## src/rtl/usb_susp_pkg.sv

```systemverilog
package usb_susp_pkg;
  localparam int unsigned NUM_FLG    = 4;
  localparam int unsigned FLG_IDLE   = 0;
  localparam int unsigned FLG_RESUME = 1;
  localparam int unsigned FLG_BUSRST = 2;
  localparam int unsigned FLG_WAKE   = 3;
endpackage

```

## src/rtl/usb_susp_idle_tmr.sv

```systemverilog
module usb_susp_idle_tmr #(
  parameter int unsigned IDLE_TICKS     = 3,
  parameter int unsigned RWU_IDLE_TICKS = 5
) (
  input  logic clk_i,
  input  logic rst_ni,
  input  logic tick_i,
  input  logic act_i,
  output logic idle_evt_o,
  output logic rwu_ok_o
);
  localparam int unsigned SAT = (IDLE_TICKS + 1 > RWU_IDLE_TICKS) ? IDLE_TICKS + 1 : RWU_IDLE_TICKS;
  localparam int unsigned CW  = $clog2(SAT + 1);

  logic [CW-1:0] cnt_q;

  always_ff @(posedge clk_i or negedge rst_ni) begin
    if (!rst_ni)                          cnt_q <= '0;
    else if (act_i)                       cnt_q <= '0;
    else if (tick_i && cnt_q < CW'(SAT))  cnt_q <= cnt_q + 1'b1;
  end

  // saturation makes the event fire once per idle period
  assign idle_evt_o = tick_i && !act_i && (cnt_q == CW'(IDLE_TICKS));
  assign rwu_ok_o   = (cnt_q >= CW'(RWU_IDLE_TICKS));
endmodule

```

## src/rtl/usb_susp_resume_drv.sv

```systemverilog
module usb_susp_resume_drv #(
  parameter int unsigned RESUME_TICKS = 20
) (
  input  logic clk_i,
  input  logic rst_ni,
  input  logic tick_i,
  input  logic start_i,
  input  logic abort_i,
  output logic active_o
);
  localparam int unsigned CW = $clog2(RESUME_TICKS + 1);

  logic [CW-1:0] cnt_q;
  logic          act_q;

  always_ff @(posedge clk_i or negedge rst_ni) begin
    if (!rst_ni) begin
      act_q <= 1'b0;
      cnt_q <= '0;
    end else if (abort_i) begin
      act_q <= 1'b0;
      cnt_q <= '0;
    end else if (start_i && !act_q) begin
      act_q <= 1'b1;
      cnt_q <= '0;
    end else if (act_q && tick_i) begin
      if (cnt_q == CW'(RESUME_TICKS - 1)) begin
        act_q <= 1'b0;
        cnt_q <= '0;
      end else begin
        cnt_q <= cnt_q + 1'b1;
      end
    end
  end

  assign active_o = act_q;
endmodule

```

## src/rtl/usb_susp_ctrl.sv

```systemverilog
module usb_susp_ctrl
  import usb_susp_pkg::*;
#(
  parameter int unsigned IDLE_TICKS     = 3,
  parameter int unsigned RWU_IDLE_TICKS = 5,
  parameter int unsigned RESUME_TICKS   = 20
) (
  input  logic               clk_i,
  input  logic               rst_ni,
  input  logic               tick_i,
  input  logic               bus_act_i,
  input  logic               bus_rst_i,
  input  logic               resume_det_i,
  input  logic               wake_i,
  input  logic               ctl_we_i,
  input  logic               ctl_susp_i,
  input  logic               ctl_resume_i,
  input  logic               ctl_wake_en_i,
  input  logic [NUM_FLG-1:0] irq_clr_i,
  output logic [NUM_FLG-1:0] irq_o,
  output logic               susp_o,
  output logic               resume_drv_o
);
  logic               idle_evt, rwu_ok, drv_start, drv_active;
  logic               susp_q, wake_en_q;
  logic [NUM_FLG-1:0] flg_q, flg_set;
  logic               resume_hit, wake_hit;

  usb_susp_idle_tmr #(
    .IDLE_TICKS    (IDLE_TICKS),
    .RWU_IDLE_TICKS(RWU_IDLE_TICKS)
  ) u_idle (
    .clk_i     (clk_i),
    .rst_ni    (rst_ni),
    .tick_i    (tick_i),
    .act_i     (bus_act_i | bus_rst_i),
    .idle_evt_o(idle_evt),
    .rwu_ok_o  (rwu_ok)
  );

  assign drv_start = ctl_we_i && ctl_resume_i && !ctl_susp_i && rwu_ok;

  usb_susp_resume_drv #(
    .RESUME_TICKS(RESUME_TICKS)
  ) u_drv (
    .clk_i   (clk_i),
    .rst_ni  (rst_ni),
    .tick_i  (tick_i),
    .start_i (drv_start),
    .abort_i (bus_rst_i),
    .active_o(drv_active)
  );

  assign resume_hit = resume_det_i && susp_q;
  assign wake_hit   = wake_i && wake_en_q && susp_q;

  always_comb begin
    flg_set             = '0;
    flg_set[FLG_IDLE]   = idle_evt;
    flg_set[FLG_RESUME] = resume_hit;
    flg_set[FLG_BUSRST] = bus_rst_i;
    flg_set[FLG_WAKE]   = wake_hit;
  end

  // suspend state: wake events override a same-cycle write
  always_ff @(posedge clk_i or negedge rst_ni) begin
    if (!rst_ni) begin
      susp_q    <= 1'b0;
      wake_en_q <= 1'b0;
    end else if (bus_rst_i) begin
      susp_q    <= 1'b0;
      wake_en_q <= 1'b0;
    end else begin
      if (ctl_we_i) wake_en_q <= ctl_wake_en_i;
      if (resume_hit || wake_hit) susp_q <= 1'b0;
      else if (ctl_we_i)          susp_q <= ctl_susp_i;
    end
  end

  for (genvar g = 0; g < NUM_FLG; g++) begin : g_flg
    localparam logic RST_VAL = (g == FLG_BUSRST);
    always_ff @(posedge clk_i or negedge rst_ni) begin
      if (!rst_ni)           flg_q[g] <= 1'b0;
      else if (bus_rst_i)    flg_q[g] <= RST_VAL;
      else if (flg_set[g])   flg_q[g] <= 1'b1;
      else if (irq_clr_i[g]) flg_q[g] <= 1'b0;
    end
  end

  assign irq_o        = flg_q;
  assign susp_o       = susp_q;
  assign resume_drv_o = drv_active;
endmodule

```

## config.mk

```make
export PLATFORM = sky130hd
export DESIGN_NAME = usb_susp_ctrl
export DESIGN_NICKNAME = d
export VERILOG_FILES = /design/src/rtl/usb_susp_pkg.sv /design/src/rtl/usb_susp_idle_tmr.sv /design/src/rtl/usb_susp_resume_drv.sv /design/src/rtl/usb_susp_ctrl.sv
export SDC_FILE = /design/constraint.sdc
export NUM_CORES = 1
export LEC_CHECK = 0
export BUFFER_PORTS_ARGS = -buffer_cell sky130_fd_sc_hd__clkbuf_2
export CAP_MARGIN = 20
export CORE_MARGIN = 1.5
export CORE_UTILIZATION = 35
export CTS_BUF_LIST = sky130_fd_sc_hd__clkbuf_4
export DETAILED_ROUTE_END_ITERATION = 7
export GPL_ROUTABILITY_DRIVEN = 0
export GPL_TIMING_DRIVEN = 0
export PLACE_DENSITY = 0.65
export SYNTH_ARGS = -nofsm -noshare
export SYNTH_HDL_FRONTEND = slang
export SYNTH_SLANG_ARGS = --single-unit
```

## constraint.sdc

```tcl
create_clock -name clk_i -period 3.64 [get_ports clk_i]
set_clock_uncertainty 0.2 [all_clocks]
set_input_delay 0.728 -clock clk_i [delete_from_list [all_inputs] [get_ports clk_i]]
set_output_delay 0.728 -clock clk_i [all_outputs]
set_load 0.02 [all_outputs]
```

==> results of run 1 <==
cells by family after synthesis:
group	share of synthesized area, %
AOI/OAI and AO/OA	15.30
adders and majority gates	6.309
buffers and inverters	4.258
DFF	47.32
muxes	2.524
and+or+nand+nor	24.29
metal layers:
metal	up-vias	share of wire, %	GRT usage (%)	wire (um)
li1	343	-	-	-
met1	332	46	15.31	694
met2	12	50	23.03	753
met3	2	3.2	5.357	49
met4	0	0.80	4.054	12
met5	-	0	0	0
placed cells by master, fill, tap and decap left out, types with 2 or more instances in the layout:
master	synthesis	final
inv_1	6	6
clkbuf_2	0	19
mux2i_1	2	2
nor2_1	3	3
ha_1	4	4
nor2b_1	3	3
nand2_1	10	10
nand2b_1	5	5
nor4_1	2	2
a21oi_1	11	11
dfrtp_1	15	15
nand3_1	4	4
or3_1	3	3
clkbuf_4	0	4
o21ai_0	2	2
nor3_1	2	2
stage by stage:
stage / worst slack, ns / instance area, um^2 / cells / util (%) / total power [mW]
finish: 1.745 / 953.4 / 135 / 43.94 / 0.3054
global route: 1.683 / 953.4 / 135 / 43.94 / 0.3211
global placement: 1.642 / 923.4 / 131 / 42.56 / 0.2067
detailed placement: 1.642 / 923.4 / 131 / 42.56 / 0.2074
floorplan: 1.892 / 793.3 / 84 / - / 0.1915
CTS: 1.730 / 953.4 / 135 / 43.94 / 0.3107
power by group:
group          switching [mW]  internal (mW)
clock                  0.0518         0.0500
combinational          0.0175         0.0132
sequential            0.00311          0.170
state kept, by name, indices dropped and copies added, names as in the netlist:
signal          cells
susp_o              1
u_idle.cnt_q        3
irq_o               4
wake_en_q           1
u_drv.cnt_q         5
u_drv.active_o      1
synth_stat cells:
cell type | count | area (um^2)
a211o_1 | 1 | 8.760
o41ai_2 | 1 | 16.27
or3b_1 | 1 | 8.760
o21a_1 | 1 | 7.510
o31ai_1 | 1 | 7.510
nor3_1 | 2 | 10.01
inv_1 | 6 | 22.52
nand3b_1 | 1 | 7.510
clkbuf_1 | 1 | 3.750
ha_1 | 4 | 50.05
buf_4 | 1 | 7.510
nor4_1 | 2 | 12.51
dfrtp_1 | 15 | 375.4
or3_1 | 3 | 18.77
nor2_1 | 3 | 11.26
a21oi_1 | 11 | 55.05
and3_1 | 1 | 6.260
nand3_1 | 4 | 20.02
a21boi_0 | 1 | 7.510
nand2b_1 | 5 | 31.28
a32oi_1 | 1 | 8.760
nor2b_1 | 3 | 18.77
mux2i_1 | 2 | 20.02
nand2_1 | 10 | 37.54
o21ai_0 | 2 | 10.01
nor4bb_1 | 1 | 10.01
worst max path at each step:
stage / start / to
final: u_drv.active_o$_DFFE_PN0P_ / resume_drv_o
after CTS: u_drv.active_o$_DFFE_PN0P_ / resume_drv_o
after detailed placement: ctl_susp_i / u_drv.cnt_q[1]$_DFFE_PN0P_
after floorplan: ctl_susp_i / u_drv.cnt_q[0]$_DFFE_PN0P_
after global routing: u_drv.active_o$_DFFE_PN0P_ / resume_drv_o
after global placement: ctl_susp_i / u_drv.cnt_q[2]$_DFFE_PN0P_
final cells by class:
type	instances	share of cell area, %
inverter	6	2.362
multi-input combinational	61	40.29
sequential	15	39.37
tap	28	3.675
timing repair buffer	19	9.974
buffer	2	1.181
clock buffer	4	3.150
==> summary.txt, run 1 <==
Outcome
  • Status: complete, no violations

Clocking
  • Root buffer cell: clkbuf_4
  • Clk sinks: 15
  • Clock transition at path regs: 0.09 ns
  • Clock latency on the worst-skew pair: 0.28 ns
  • Post-CTS setup buffer count: 0
  • CTS Buffer Depth: 2
  • CTS tree: done
  • Clock buffer count from CTS: 3
  • CTS-repair resized insts: 0
  • Hold Buf Count CTS: 0
  • H-Tree Depth: 1

Synthesis
  • Yosys cell types: 26
  • Mean Syn Cell Area: 9.444 um^2
  • Syn. warnings: 0
  • Register bit total from synthesis: 15
  • Syn Std Cell Area: 793.3 um^2
  • Post-synthesis sequential area ratio: 47.32%
  • Post-Syn Nets: 103
  • Post-Syn Instances: 84

Place
  • Port Buffers: 19
  • Detailed Place HPWL: 1138 um

Die
  • Die Y: 50.61 um
  • Initial Utilization: 36.56%
  • CORE AREA: 2170 um^2
  • Row count: 17
  • Full die area: 2561 um^2
  • Top Ports: 21
  • Die width: 50.61 um

Finish
  • Area added between synthesis and finish: 20.19%
  • Layout cell share with drive strength beyond 1: 23.36%
  • Reg area: 375.4 um^2
  • Area of the multi-input gates: 384.1 um^2
  • Final net count: 127
  • Number of diodes: 0
  • Fillcell total: 237

Worst setup path
  • Reg2Reg Depth: 5
  • FF-to-FF End: u_drv.cnt_q[1]$_DFFE_PN0P_
  • Crit path depth: 1
  • Crit path cell chain: clkbuf_2
  • WP data arrival: 0.97 ns
  • CP endpoint kind: output port
  • R2R Path Start: u_idle.cnt_q[1]$_DFFE_PN0P_
  • Critical path startpoint category: flip-flop
  • Critical path class: reg2out
  • Slowest-stage cell, CP: dfrtp_1
  • Worst path buffer plus inverter count: 1
  • WP data required: 2.71 ns
  • CP max stage delay: 0.47 ns
  • Top cell family by delay on the critical path: flip-flops
  • Worst-path fanout max: 7
  • Worst R2R Setup Slack: 1.99 ns

Drt
  • Routed Antenna Nets: 0
  • Vias: 689
  • Drt initial violations: 12
  • Vias per inst: 5.104
  • Drt total wl: 1509 um
  • DRC Markers: 0
  • Avg WL per Cell: 11.18 um
  • DR pass1 iterations: 4

Timing
  • Final setup fails: 0
  • Final-report hold violation count: 0
  • Max Freq: 527.8 MHz
  • Tmin final: 1.895 ns
  • RSZ-0062 raised after global routing: false
  • Final Max Tran Viols: 0
  • Slew margin rel.: 63.18%
  • Final period utilization: 52.05%
  • Hold_ws: 0.1425 ns
  • Worst-margin pin slew: 0.5463 ns
  • Setup TNS: 0 ns

Global routing
  • Initial antenna violation count: 0
  • Vias in the first global route: 619
  • Overflow after GRT: 0
  • Total track usage: 13.44%
  • Largest net degree at the start of global routing: 16
  • First-pass GRT wire length: 2546 um

Power
  • VDD IR-drop max: 0.2396 mV
  • Pleak: 0.4484 nW
  • Pwr dens: 320.3 nW/um^2

Min path
  • Hold/Removal Path Class: in2async

Run
  • MaxCap Viol Count: 0
Power figures use the tool's default switching activity.
==> run 2: changes to the inputs <==
==> constraint.sdc (replaced) <==
create_clock -name clk_i -period 1.85 [get_ports clk_i]
set_clock_uncertainty 0.2 [all_clocks]
set_input_delay 0.37 -clock clk_i [delete_from_list [all_inputs] [get_ports clk_i]]
set_output_delay 0.37 -clock clk_i [all_outputs]
set_load 0.02 [all_outputs]
==> summary.txt, run 2 (synthesis results as in run 1) <==
Outcome
  • Status: complete, no violations

Place
  • Detailed Place HPWL: 1138 um (unchanged)
  • Port Buffers: 19 (unchanged)
  • Post-place instance area: 923.4 um^2 (unchanged)

Finish
  • Largest register FFs: 5 (unchanged)
  • Area added between synthesis and finish: 22.87%
  • Most frequent cells in the layout: clkbuf_2, dfrtp_1, a21oi_1
  • Final net count: 128 (+0.79%)
  • Final core utilization: 44.93% (+0.98 points)
  • Number of diodes: 0 (unchanged)
  • Final Cell Area: 974.7 um^2 (+2.2%)
  • Layout cell share with drive strength beyond 1: 23.15% (-0.22 points)
  • Top reg by flops: u_drv.cnt_q
  • Fillcell total: 235 (-0.84%)
  • Commonest non-fill, non-tap cell in the layout: clkbuf_2

Timing
  • RSZ-0062 raised after global routing: false
  • Setup TNS: 0 ns (unchanged)
  • Slew margin rel.: 73.39% (+10 points)
  • Final-report hold violation count: 0 (unchanged)
  • Final setup fails: 0 (unchanged)
  • Worst-margin pin slew: 0.3977 ns (-0.1486 ns)
  • Final Max Tran Viols: 0 (unchanged)
  • Final period utilization: 85.06%
  • Tmin final: 1.574 ns
  • Max Freq: 635.5 MHz

Worst setup path
  • Critical path class: reg2out
  • R2R Path Start: u_idle.cnt_q[1]$_DFFE_PN0P_
  • Worst R2R Setup Slack: 0.31 ns (-1.68 ns)
  • Critical path origin: u_drv.active_o$_DFFE_PN0P_
  • Worst setup path end: resume_drv_o
  • FF-to-FF End: u_drv.cnt_q[1]$_DFFE_PN0P_
  • CP max stage delay: 0.50 ns (+0.03 ns)
  • Top cell family by delay on the critical path: flip-flops
  • Worst-path fanout max: 7 (unchanged)
  • Crit path depth: 1 (unchanged)
  • Crit path cell chain: clkbuf_2
  • WP data required: 1.28 ns (-1.43 ns)
  • Worst path buffer plus inverter count: 1 (unchanged)
  • WP data arrival: 1.00 ns (+0.03 ns)
  • Slowest-stage cell, CP: dfrtp_1
  • CP endpoint kind: output port
  • Critical path startpoint category: flip-flop
  • Reg2Reg Depth: 5 (unchanged)

Global routing
  • Vias in the first global route: 626 (+1.1%)
  • Total track usage: 13.56% (+0.13 points)
  • Overflow after GRT: 0 (unchanged)
  • Initial antenna violation count: 0 (unchanged)
  • Largest net degree at the start of global routing: 16 (unchanged)
  • First-pass GRT wire length: 2573 um (+1.1%)

Run
  • MaxCap Viol Count: 0 (unchanged)

Power
  • Pleak: 0.4623 nW (+3.1%)
  • VDD IR-drop max: 0.4728 mV (+97%)
  • Pwr dens: 619.5 nW/um^2 (+93%)

Drt
  • DRC Markers: 0 (unchanged)
  • Avg WL per Cell: 11.13 um (-0.41%)
  • Top Layer Used: met4
  • Routed Antenna Nets: 0 (unchanged)
  • DR pass1 iterations: 4 (unchanged)
  • Vias per inst: 5.103 (about the same)
  • Drt total wl: 1514 um (+0.33%)
  • Met3 WL: 52 um (+6.1%)
  • Met1 WL: 689 um (-0.72%)
  • Vias: 694 (+0.73%)
  • DR WL met2: 759 um (+0.80%)
  • Drt initial violations: 12 (unchanged)

Clocking
  • CTS Buffer Depth: 2 (unchanged)
  • Clock latency on the worst-skew pair: 0.28 ns (about the same)
  • Clock transition at path regs: 0.09 ns (about the same)
  • Clk sinks: 15 (unchanged)
  • CTS tree: done
  • Clock buffer count from CTS: 3 (unchanged)
  • Root buffer cell: clkbuf_4
  • H-Tree Depth: 1 (unchanged)

Die
  • Die Y: 50.61 um (unchanged)
  • Top Ports: 21 (unchanged)
  • CORE AREA: 2170 um^2 (unchanged)
  • Die width: 50.61 um (unchanged)
  • Full die area: 2561 um^2 (unchanged)
  • Row count: 17 (unchanged)
  • Initial Utilization: 36.56% (unchanged)

Min path
  • Hold path cells: 2
  • Hold/Removal Path Class: in2reg
run 2: changes by cell type in the layout (fill, tap and decap cells not counted), sizes merged:
cell / before / now
dlygate4sd3: 0 / 1
run 2: layout make-up:
type / count / area, um^2 / area share [%]
buffer: 2 / 11.26 / 1.155
clock buffer: 4 / 30.03 / 3.081
inverter: 6 / 22.52 / 2.311
multi-input combinational: 61 / 395.4 / 40.56
sequential: 15 / 375.4 / 38.51
tap: 28 / 35.03 / 3.594
timing repair buffer: 20 / 105.1 / 10.78
run 2: through the flow:
step	cells	setup WS, ns	power (mW)	hold slack [ns]
2_1_floorplan	84	0.3994	0.3767	-0.1256
3_3_place_gp	131	0.2022	0.4068	0.1063
3_5_place_dp	131	0.1895	0.4081	0.1045
4_1_cts	136	0.1863	0.6130	0.05782
5_1_grt	136	0.1431	0.6358	0.05306
6_report	136	0.2764	0.6039	0.06209
run 2: worst min-delay path by stage:
stage	start	endpoint	slack [ns]
after floorplan	rst_ni	irq_o[0]$_DFFE_PN0P_	-0.13
after global placement	rst_ni	u_drv.cnt_q[3]$_DFFE_PN0P_	0.11
after detailed placement	rst_ni	u_drv.cnt_q[3]$_DFFE_PN0P_	0.10
after CTS	irq_clr_i[2]	irq_o[2]$_DFFE_PN0P_	0.06
after global routing	irq_clr_i[2]	irq_o[2]$_DFFE_PN0P_	0.05
final	irq_clr_i[2]	irq_o[2]$_DFFE_PN0P_	0.06
run 2: what timing repair did:
| item | 4_1_cts | 5_1_grt |
|---|---|---|
| resized for setup | 0 | 1 |
| hold buffers | 1 | 0 |
| endpoints found under the setup margin | 0 | 1 |
| buffers inserted | 0 | 0 |
| hold endpoints to repair | 15 | 0 |
run 2: worst register-to-register path, stage by stage, from the launching register on:
cell and delay [ns]:
dfrtp_1 0.45, inv_1 0.08, ha_1 0.13, nor2_1 0.07
o41ai_4 0.42, a21oi_1 0.08
run 2: layer usage:
metal	vias to the layer above	GRT usage [%]
met4	0	4.054
met1	334	15.31
li1	346	-
met2	12	23.46
met5	-	0
met3	2	5.357
run 2: power by group:
group / switching (mW) / total [mW] / internal [mW]
sequential: 0.00612 / 0.340 / 0.334
clock: 0.101 / 0.199 / 0.0983
combinational: 0.0359 / 0.0643 / 0.0284
total: 0.143 / 0.604 / 0.461
